**config.mk**
```make
export PLATFORM = sky130hd
export DESIGN_NAME = gpx_expander
export DESIGN_NICKNAME = d
export VERILOG_FILES = /design/src/rtl/gpx_pkg.sv /design/src/rtl/gpx_addr_map.sv /design/src/rtl/gpx_spi_shifter.sv /design/src/rtl/gpx_expander.sv
export SDC_FILE = /design/constraint.sdc
export NUM_CORES = 1
export LEC_CHECK = 0
export CORE_MARGIN = 1
export CORE_UTILIZATION = 40
export CTS_BUF_LIST = sky130_fd_sc_hd__clkbuf_16
export DETAILED_ROUTE_END_ITERATION = 8
export RECOVER_POWER = 100
export SLEW_MARGIN = 20
export SYNTH_ARGS = -nofsm -noshare
export SYNTH_HDL_FRONTEND = slang
export SYNTH_SLANG_ARGS = --single-unit
export TNS_END_PERCENT = 50
```
**constraint.sdc**
```tcl
create_clock -name clk -period 2.73 [get_ports clk]
set_input_delay 0.273 -clock clk [delete_from_list [all_inputs] [get_ports clk]]
set_output_delay 0.273 -clock clk [all_outputs]
set_load 0.1 [all_outputs]
```
**src/rtl/gpx_pkg.sv**
```systemverilog
package gpx_pkg;
    localparam int GPX_BYTE_W   = 8;
    localparam int GPX_PIN_W    = 2 * GPX_BYTE_W;
    localparam int GPX_ADDR_W   = 8;
    localparam int CFG_SPLIT_B  = 7;
    localparam int CFG_NOSEQ_B  = 5;
    localparam logic [GPX_BYTE_W-1:0] CFG_KEEP = 8'hE7;

    typedef enum logic [2:0] {
        RK_NONE, RK_DIR, RK_POL, RK_CFG, RK_PULL, RK_PORT, RK_LATCH
    } reg_kind_e;

    typedef enum logic [1:0] {
        PH_OPCODE, PH_ADDR, PH_DATA, PH_SKIP
    } phase_e;
endpackage

```
**src/rtl/gpx_addr_map.sv**
```systemverilog
module gpx_addr_map
    import gpx_pkg::*;
#(
    parameter int ADDR_W = GPX_ADDR_W
) (
    input  logic [ADDR_W-1:0] addr,
    input  logic              split,
    output reg_kind_e         kind,
    output logic              side_hi
);
    logic [3:0] offset;

    always_comb begin
        offset  = split ? addr[3:0] : addr[4:1];
        side_hi = split ? addr[4] : addr[0];
        kind    = RK_NONE;
        if (addr[ADDR_W-1:5] == '0) begin
            case (offset)
                4'd0:    kind = RK_DIR;
                4'd1:    kind = RK_POL;
                4'd5:    kind = RK_CFG;
                4'd6:    kind = RK_PULL;
                4'd9:    kind = RK_PORT;
                4'd10:   kind = RK_LATCH;
                default: kind = RK_NONE;
            endcase
        end
    end
endmodule

```
**src/rtl/gpx_spi_shifter.sv**
```systemverilog
module gpx_spi_shifter #(
    parameter int BYTE_W      = 8,
    parameter int SYNC_STAGES = 2
) (
    input  logic              clk,
    input  logic              rst_n,
    input  logic              sck,
    input  logic              cs_n,
    input  logic              mosi,
    input  logic              tx_load,
    input  logic [BYTE_W-1:0] tx_byte,
    output logic              byte_done,
    output logic [BYTE_W-1:0] rx_byte,
    output logic              frame_active,
    output logic              miso
);
    localparam int CNT_W = $clog2(BYTE_W);
    localparam logic [CNT_W-1:0] LAST_BIT = CNT_W'(BYTE_W - 1);
    localparam logic [2:0] SYNC_RST = 3'b010;   // {mosi, cs_n, sck}

    logic [2:0] sync_q [SYNC_STAGES];

    generate
        for (genvar g = 0; g < SYNC_STAGES; g++) begin : g_sync
            always_ff @(posedge clk or negedge rst_n) begin
                if (!rst_n)      sync_q[g] <= SYNC_RST;
                else if (g == 0) sync_q[g] <= {mosi, cs_n, sck};
                else             sync_q[g] <= sync_q[(g == 0) ? 0 : g-1];
            end
        end
    endgenerate

    logic sck_s, cs_s, mosi_s;
    assign {mosi_s, cs_s, sck_s} = sync_q[SYNC_STAGES-1];

    typedef struct packed {
        logic              prev_sck;
        logic [CNT_W-1:0]  cnt;
        logic [BYTE_W-1:0] rx;
        logic [BYTE_W-1:0] tx;
    } shf_t;

    shf_t st_d, st_q;
    logic rise, fall;

    always_comb begin
        st_d          = st_q;
        st_d.prev_sck = sck_s;
        rise          = sck_s & ~st_q.prev_sck;
        fall          = ~sck_s & st_q.prev_sck;
        rx_byte       = {st_q.rx[BYTE_W-2:0], mosi_s};
        byte_done     = 1'b0;
        if (cs_s) begin
            st_d.cnt = '0;
            st_d.tx  = '0;
        end else begin
            if (rise) begin
                st_d.rx  = rx_byte;
                byte_done = (st_q.cnt == LAST_BIT);
                st_d.cnt = byte_done ? '0 : st_q.cnt + 1'b1;
            end
            if (fall && st_q.cnt != '0)
                st_d.tx = {st_q.tx[BYTE_W-2:0], 1'b0};
            if (tx_load)
                st_d.tx = tx_byte;
        end
    end

    always_ff @(posedge clk or negedge rst_n) begin
        if (!rst_n) st_q <= '0;
        else        st_q <= st_d;
    end

    assign frame_active = ~cs_s;
    assign miso         = st_q.tx[BYTE_W-1];
endmodule

```
**src/rtl/gpx_expander.sv**
```systemverilog
module gpx_expander
    import gpx_pkg::*;
#(
    parameter int          SYNC_STAGES = 2,
    parameter logic [6:0]  DEV_CODE    = 7'h20
) (
    input  logic                 clk,
    input  logic                 rst_n,
    input  logic                 spi_sck,
    input  logic                 spi_cs_n,
    input  logic                 spi_mosi,
    output logic                 spi_miso,
    input  logic [GPX_PIN_W-1:0] pin_in,
    output logic [GPX_PIN_W-1:0] pin_out,
    output logic [GPX_PIN_W-1:0] pin_oe,
    output logic [GPX_PIN_W-1:0] pullup_en
);
    localparam int BW = GPX_BYTE_W;
    localparam int PW = GPX_PIN_W;

    typedef struct packed {
        phase_e                phase;
        logic                  is_rd;
        logic [GPX_ADDR_W-1:0] ptr;
        logic [PW-1:0]         dir;
        logic [PW-1:0]         pol;
        logic [PW-1:0]         pull;
        logic [PW-1:0]         latch;
        logic [BW-1:0]         cfg;
        logic [PW-1:0]         pin_m;
        logic [PW-1:0]         pin_s;
    } exp_t;

    exp_t st_d, st_q;

    logic                  byte_done, frame_active, tx_load;
    logic [BW-1:0]         rx_byte, rd_val;
    logic [GPX_ADDR_W-1:0] ptr_step, rd_addr;
    logic [PW-1:0]         port_val;
    reg_kind_e             rd_kind, wr_kind;
    logic                  rd_hi, wr_hi;

    function automatic logic [BW-1:0] half_of(input logic [PW-1:0] v, input logic hi);
        return hi ? v[PW-1:BW] : v[BW-1:0];
    endfunction

    function automatic logic [PW-1:0] put_half(input logic [PW-1:0] v, input logic hi,
                                               input logic [BW-1:0] b);
        return hi ? {b, v[BW-1:0]} : {v[PW-1:BW], b};
    endfunction

    gpx_spi_shifter #(.BYTE_W(BW), .SYNC_STAGES(SYNC_STAGES)) u_shift (
        .clk          (clk),
        .rst_n        (rst_n),
        .sck          (spi_sck),
        .cs_n         (spi_cs_n),
        .mosi         (spi_mosi),
        .tx_load      (tx_load),
        .tx_byte      (rd_val),
        .byte_done    (byte_done),
        .rx_byte      (rx_byte),
        .frame_active (frame_active),
        .miso         (spi_miso)
    );

    gpx_addr_map u_rd_map (
        .addr    (rd_addr),
        .split   (st_q.cfg[CFG_SPLIT_B]),
        .kind    (rd_kind),
        .side_hi (rd_hi)
    );

    gpx_addr_map u_wr_map (
        .addr    (st_q.ptr),
        .split   (st_q.cfg[CFG_SPLIT_B]),
        .kind    (wr_kind),
        .side_hi (wr_hi)
    );

    always_comb begin
        st_d       = st_q;
        tx_load    = 1'b0;
        st_d.pin_m = pin_in;
        st_d.pin_s = st_q.pin_m;

        if (!st_q.cfg[CFG_NOSEQ_B])      ptr_step = st_q.ptr + 1'b1;
        else if (!st_q.cfg[CFG_SPLIT_B]) ptr_step = st_q.ptr ^ GPX_ADDR_W'(1);
        else                             ptr_step = st_q.ptr;

        rd_addr  = (st_q.phase == PH_ADDR) ? rx_byte : ptr_step;
        port_val = st_q.pin_s ^ (st_q.pol & st_q.dir);

        case (rd_kind)
            RK_DIR:   rd_val = half_of(st_q.dir, rd_hi);
            RK_POL:   rd_val = half_of(st_q.pol, rd_hi);
            RK_CFG:   rd_val = st_q.cfg;
            RK_PULL:  rd_val = half_of(st_q.pull, rd_hi);
            RK_PORT:  rd_val = half_of(port_val, rd_hi);
            RK_LATCH: rd_val = half_of(st_q.latch, rd_hi);
            default:  rd_val = '0;
        endcase

        if (!frame_active) begin
            st_d.phase = PH_OPCODE;
        end else if (byte_done) begin
            case (st_q.phase)
                PH_OPCODE: begin
                    if (rx_byte[BW-1:1] == DEV_CODE) begin
                        st_d.phase = PH_ADDR;
                        st_d.is_rd = rx_byte[0];
                    end else begin
                        st_d.phase = PH_SKIP;
                    end
                end
                PH_ADDR: begin
                    st_d.ptr   = rx_byte;
                    st_d.phase = PH_DATA;
                    tx_load    = st_q.is_rd;
                end
                PH_DATA: begin
                    st_d.ptr = ptr_step;
                    tx_load  = st_q.is_rd;
                    if (!st_q.is_rd) begin
                        case (wr_kind)
                            RK_DIR:   st_d.dir   = put_half(st_q.dir, wr_hi, rx_byte);
                            RK_POL:   st_d.pol   = put_half(st_q.pol, wr_hi, rx_byte);
                            RK_PULL:  st_d.pull  = put_half(st_q.pull, wr_hi, rx_byte);
                            RK_LATCH: st_d.latch = put_half(st_q.latch, wr_hi, rx_byte);
                            RK_CFG:   st_d.cfg   = rx_byte & CFG_KEEP;
                            default:  ;
                        endcase
                    end
                end
                default: ;
            endcase
        end
    end

    always_ff @(posedge clk or negedge rst_n) begin
        if (!rst_n) begin
            st_q       <= '0;
            st_q.phase <= PH_OPCODE;
            st_q.dir   <= '1;
        end else begin
            st_q <= st_d;
        end
    end

    assign pin_out   = st_q.latch;
    assign pin_oe    = ~st_q.dir;
    assign pullup_en = st_q.pull;
endmodule

```
==> results of run 1 <==
-- path summary, 6_finish.rpt --
kind,endpoint,cells after the start
max,u_shift.st_q[4]$_DFFE_PN0P_,9
max in group asynchronous,pin_out[4]$_DFFE_PN0P_,3
max reg2reg,u_shift.st_q[4]$_DFFE_PN0P_,9
min in group asynchronous,st_d[4]$_DFF_PN0_,2
min reg2reg,st_q[11]$_DFF_PN0_,0
min,st_q[11]$_DFF_PN0_,0
-- final cells by class --
cell class                 count  area share, %
clock buffer                  17           4.51
sequential                   138           36.8
clock inverter                15           2.14
inverter                      29           1.15
multi-input combinational    425           38.2
timing repair buffer         182           14.2
tap                          229           3.04
-- registers in the layout (all words and copies together), names as in the netlist --
signal	cells
u_shift.sck_s	1
u_shift.rx_byte	8
u_shift.cs_s	1
u_shift.st_q	11
u_shift.sync_q	3
st_d	16
pullup_en	16
pin_out	16
st_q	65
u_shift.miso	1
-- power by group through the flow --
stage	Clock (mW)	Combinational [mW]	Sequential, mW
floorplan	0	0.214	2.21
global placement	0	0.486	2.22
detailed placement	0	0.498	2.22
CTS	2.47	0.502	2.18
global route	2.54	0.521	2.19
finish	2.42	0.476	2.18
-- cell families (layout without fill, tap and decap cells) --
group	after synthesis	after routing	share of synthesized area (%)
flip-flops	138	138	46.8
adder cells (fa/ha/maj)	7	7	1.18
AO/OA/AOI/OAI	115	115	13.0
XOR/XNOR	23	23	2.71
multiplexers	119	119	17.8
buffers and inverters	99	243	7.33
AND/OR/NAND/NOR	161	161	11.2
-- critical path, cell delays in order (launching register included) --
cell and delay [ns]:
dfrtp_1 0.40, ha_2 0.29, mux2_2 0.31, o211ai_1 0.27, nor2_1 0.13, o211a_1 0.28
a311o_1 0.36, a221oi_4 0.29, nor3_4 0.10, a221o_1 0.34
-- what timing repair did --
| action | in CTS | in global routing |
|---|---|---|
| pin swaps | 12 | 26 |
| hold buffers | 1 | 0 |
| gates resized for setup | 27 | 29 |
| endpoints found under the hold margin | 54 | 0 |
| setup buffers | 7 | 7 |
| gates cloned | 0 | 2 |
| setup endpoints to repair | 8 | 29 |
-- layer usage --
metal,vias up,track usage (%),wire (µm)
met5,-,0,0
met4,0,6.56,390
met3,22,3.91,673
met2,130,38.7,10300
met1,2853,28.4,9160
li1,2627,-,-
-- synthesized netlist by cell type, types with 7 or more instances --
library cell | instances | share of area, %
nand3_1 | 7 | 0.47
o32a_1 | 7 | 0.94
mux2_2 | 84 | 13
ha_1 | 7 | 1.2
xnor2_1 | 7 | 0.83
o22a_1 | 12 | 1.4
nor3_1 | 9 | 0.61
a21oi_1 | 16 | 1.1
nor2b_1 | 8 | 0.67
and3_1 | 8 | 0.67
a31oi_1 | 7 | 0.59
dfstp_2 | 18 | 6.4
buf_4 | 40 | 4.0
dfrtp_1 | 120 | 40
mux2i_1 | 33 | 4.4
clkbuf_1 | 21 | 1.1
nor2_1 | 39 | 2.0
inv_1 | 29 | 1.5
nand2_1 | 42 | 2.1
nand2b_1 | 7 | 0.59
xor2_1 | 16 | 1.9
-- cell usage in the layout (no fill, tap or decap), types with 8 or more instances in the layout --
cell type      instances
dfrtp_1              120
buf_4                 91
mux2_2                79
clkbuf_1              52
nor2_1                40
nand2_1               40
mux2i_1               29
inv_1                 28
dlygate4sd3_1         20
clkbuf_16             19
dfstp_2               18
a21oi_1               16
xor2_1                16
o22a_1                12
and3_1                 8
-- through the flow --
stage	utilization, %	hold slack (ns)	TNS, ns	setup slack [ns]	total power [mW]
after CTS	52.2	0.240	-0.941	-0.146	5.15
after detailed placement	47.6	0.322	-1.96	-0.287	2.72
after global placement	47.6	0.319	-1.47	-0.230	2.70
after floorplan	-	-0.0226	0	0.0118	2.42
final	52.2	0.344	-1.07	-0.172	5.08
after global routing	52.2	0.350	-11.30	-0.251	5.25
==> metrics.txt, run 1 <==
status=finished, violations left; failing checks=design-rule violations, max-capacitance violations, max-slew violations, negative setup slack; core area=0.0181 mm²; Final nets=approximately 820; die area=about 0.019 mm²; gr ovfl total=0; total routed wirelength=just over 20 mm; WL/cell=19.8 µm; Num CTS Buffers=17; PwrDens=~540 mW/mm²; maximum clock insertion buffer count=2; crit path time final=around 2.9 ns; DRC errors left=8; gp weighted congestion=roughly 0.89; DR iter-0 viols=385; syn avg cell area=approximately 11 µm²; Yosys reg bits=138; Max Freq=between 300 and 400 MHz; total track usage=between 20 and 25%; Comb pwr share=under 10%; Crit. End Element=register; Flop pwr share=between 40% and 50%; CTS root buf=clkbuf_16; Setup violations, final=8; Psw=about 1.4 mW; Clock Skew=around 0.0084 ns; vias in the first global route=approximately 6k; Slew Limit Fails=between 60 and 70; DP Wirelength=between 10 and 15 mm; critical path launch point type=register; later-pin clock latency in the skew report=~0.42 ns; Seq. cell area=around 0.0035 mm²; number of enable flip-flop cells after synthesis=0; clk sink count=138; Syn. warnings=0; required time worst endpoint=around 3.0 ns; Final ANT Viol Nets=0; FILL cells=1629; hold_sp=st_d[11]$_DFF_PN0_; Synth Instances=approximately 660; P_int=~3.7 mW; initial antenna violation count=0; Final Cycle Share=106%; largest net degree at the start of global routing=68; Setup CP Type=reg -> reg; port bufs=slightly below 70; CTS tree=built; FF-to-FF setup slack=-0.17 ns; Post-Syn Area=approximately 0.0074 mm²; initial cell density of the core=between 40% and 50%; # diodes=0; Net Count, Synth=690; layout cells sized above 1=36.4%; switch share=27.4%; Clk pwr share=47.7%; area occupied by multi-input gates=0.00360 mm²; register area share after synthesis=46.8%; Cell Area, Placed=0.00861 mm²; Yosys cell types=77; final hold violations=0; WP data arrival=approximately 3.2 ns; unrepaired setup endpoints after global routing=true; Slew headroom=-11.3%; global-route wire length before repair=between 30 and 40 mm; Reg clk slew, reported paths=~0.07 ns; H-Tree Depth=4; Worst Tran Pin Value=about 1.7 ns; DP Cell Count=just under 1k; Finished Layout Cells=slightly above 1k; Die Wd=about 140 µm; Pre-Repair DR Iteration Count=8; worst vdd ir=0.000393 V; reg-to-reg startpoint=st_q[105]$_DFFE_PN0P_; area grow syn2layout=27.1%; via count=around 5.6k; leakage power=roughly 4.3 nW; DR vias/cell=between 5 and 6; Worst Slack Setup Final=-0.172 ns; Max Cap Viol=1; maximum fanout along the worst path=6; row count=49; CP Launch Point=st_q[105]$_DFFE_PN0P_; chip height=roughly 140 µm; ys async rst share=100%; Hold Path Class=reg -> reg; I/O Pins=70; fin area=between 0.009 and 0.01 mm²; top_reg_cell synth=dfrtp_1
Note: power is estimated with default switching activity, not from simulation.
==> inputs of run 2 (changes only) <==
==> constraint.sdc (replaced) <==
create_clock -name clk -period 2.73 [get_ports clk]
set_input_delay 0.273 -clock clk [delete_from_list [all_inputs] [get_ports clk]]
set_output_delay 0.273 -clock clk [all_outputs]
set_load 0.005 [all_outputs]
==> metrics.txt, run 2 (synthesis results as in run 1) <==
row count=49 (unchanged); chip height=138 µm (unchanged); crit path time final=2.89 ns (-0.00848 ns); clk sink count=138 (unchanged); Die Wd=138 µm (unchanged); worst vdd ir=0.000434 V (+11%); Num CTS Buffers=17 (unchanged); # diodes=0 (unchanged); worst slack at placement=-0.249 ns (+0.0386 ns); total track usage=22.2% (-0.090 points); Largest register FFs=65 (unchanged); total routed wirelength=20.5 mm (about the same); Worst Tran Pin Value=1.80 ns (+0.136 ns); I/O Pins=70 (unchanged); CTS root buf=clkbuf_16; DR vias/cell=5.53 (+1.6%); most common cell after layout, fill and taps aside=dfrtp_1; status=finished, violations left; wire length on met3=905 µm (+34%); Hold Path Depth=0 (unchanged); Max Cap Viol=1 (unchanged); WP data arrival=3.21 ns (about the same); global-route wire length before repair=32.6 mm (+0.15%); CP most frequent cell=buf_12; critical path launch point type=register; port bufs=69 (unchanged); Top reg by flops=st_q; Clock Skew=0.0103 ns (+0.00190 ns); Pre-Repair DR Iteration Count=8 (unchanged); Finished Layout Cells=1028 (-0.68%); required time worst endpoint=3.04 ns (about the same); reg-to-reg startpoint=st_q[114]$_DFFE_PN0P_; gp weighted congestion=0.887 (-0.43%); sum of negative setup slack=-0.928 ns (+0.137 ns); Hold Path Class=reg -> reg; gr ovfl total=0 (unchanged); Final nets=814 (-0.85%); Reg clk slew, reported paths=0.07 ns (about the same); Slew Limit Fails=71 (+4.4%); largest net degree at the start of global routing=71 (+4.4%); Setup violations, final=8 (unchanged); most frequent cells in the layout=dfrtp_1, buf_4, mux2_2; Slew headroom=-20.3% (-9.0 points); DP Cell Count=981 (-0.51%); die area=0.0191 mm² (unchanged); final hold slack=0.344 ns (+0.000406 ns); leakage power=4.48 nW (+4.9%); PwrDens=528 mW/mm² (-2.0%); unrepaired setup endpoints after global routing=true; vias in the first global route=5817 (-1.4%); core area=0.0181 mm² (unchanged); Final Cycle Share=106% (-0.31 points); final hold violations=0 (unchanged); Worst Slack Setup Final=-0.164 ns (+0.00848 ns); Setup CP Type=reg -> reg; DR iter-0 viols=492 (+28%); layout cells sized above 1=34.4% (-1.9 points); worst hold endpoint=u_shift.sck_s$_DFF_PN0_; DP Wirelength=14.7 mm (-0.11%); Overall Power=5.10 mW (+0.38%); area grow syn2layout=30.2%; DR top layer=met4; Reg-to-Reg End=u_shift.st_q[6]$_DFFE_PN0P_; maximum clock insertion buffer count=2 (unchanged); FF-to-FF setup slack=-0.16 ns (about the same); Crit. End Element=register; via count=5685 (+0.94%); Worst path max stage delay=0.39 ns (about the same); Final ANT Viol Nets=0 (unchanged); hold_sp=u_shift.sync_q[3]$_DFF_PN0_; initial antenna violation count=0 (unchanged); DRC errors left=8 (unchanged); critical-path cell list=inv_2 -> ha_4 -> buf_12 -> buf_6 -> nor2_2 -> mux2i_4 -> o21ai_4 -> a21oi_4 -> buf_12 -> buf_8 -> mux2_4 -> a222oi_1 -> o221ai_1 -> o32a_1; Max Freq=346 MHz (+0.29%); initial cell density of the core=41.0% (unchanged); Slowest cell on crit path=dfrtp_1; maximum fanout along the worst path=6 (unchanged); R2R depth=14 (+5); met2 WL=10.1 mm (-1.3%); met1 wire length=8.88 mm (-3.1%); later-pin clock latency in the skew report=0.43 ns (about the same); CTS tree=built; failing checks=design-rule violations, max-capacitance violations, max-slew violations, negative setup slack; WL/cell=20.0 µm (+0.78%); H-Tree Depth=4 (unchanged)
[run 2: critical path, delay by kind of cell, from the launching register on]
family          cells  cell delay, ns
compound gates      5            1.07
buf+inv             5            0.58
mux                 2            0.50
flops               1            0.39
fa+ha+maj           1            0.18
simple gates        1            0.04
[run 2: layout make-up]
| cell class | count | area (µm²) |
|---|---|---|
| Fill cell | 1547 | 8420 |
| Multi-Input combinational cell | 425 | 3610 |
| Sequential cell | 138 | 3480 |
| Timing Repair Buffer | 175 | 1560 |
| Clock buffer | 17 | 425 |
| Tap cell | 229 | 287 |
| Clock inverter | 15 | 198 |
| Inverter | 29 | 109 |
[run 2: what timing repair did]
item / 4_1_cts / 5_1_grt
hold buffers: 1 / 0
resized for setup: 27 / 27
cloned: 0 / 1
pin swaps: 15 / 12
hold endpoints to repair: 58 / 0
buffers inserted: 4 / 9
endpoints found under the setup margin: 19 / 43
[run 2: worst max path at each step]
stage                                      from  depth (start not counted)                          end  slack (ns)
after floorplan           st_q[104]$_DFFE_PN0P_                         10  u_shift.st_q[1]$_DFFE_PN0P_        0.01
after global placement    st_q[114]$_DFFE_PN0P_                         14  u_shift.st_q[0]$_DFFE_PN0P_       -0.17
after detailed placement  st_q[104]$_DFFE_PN0P_                          9  u_shift.st_q[1]$_DFFE_PN0P_       -0.25
after CTS                 st_q[105]$_DFFE_PN0P_                          9  u_shift.st_q[4]$_DFFE_PN0P_       -0.13
after global routing      st_q[104]$_DFFE_PN0P_                         11  u_shift.st_q[4]$_DFFE_PN0P_       -0.26
final                     st_q[114]$_DFFE_PN0P_                         14  u_shift.st_q[6]$_DFFE_PN0P_       -0.16
[run 2: layer usage]
layer	global-route usage, %	vias to the layer above
met5	0	-
met4	9.34	0
met3	3.78	36
met2	37.1	184
met1	28.6	2856
li1	-	2609
[run 2: where the power goes]
group	switching [mW]	leakage (nW)	internal (mW)
Combinational	0.306	2.40	0.167
Sequential	0.0716	1.77	2.12
Clock	1.04	0.308	1.40
[run 2: stage by stage]
stage,instance area [µm²],util [%]
3_5_place_dp,8720,48.2
2_1_floorplan,7430,-
3_3_place_gp,8720,48.2
6_report,9660,53.4
4_1_cts,9520,52.6
5_1_grt,9660,53.4
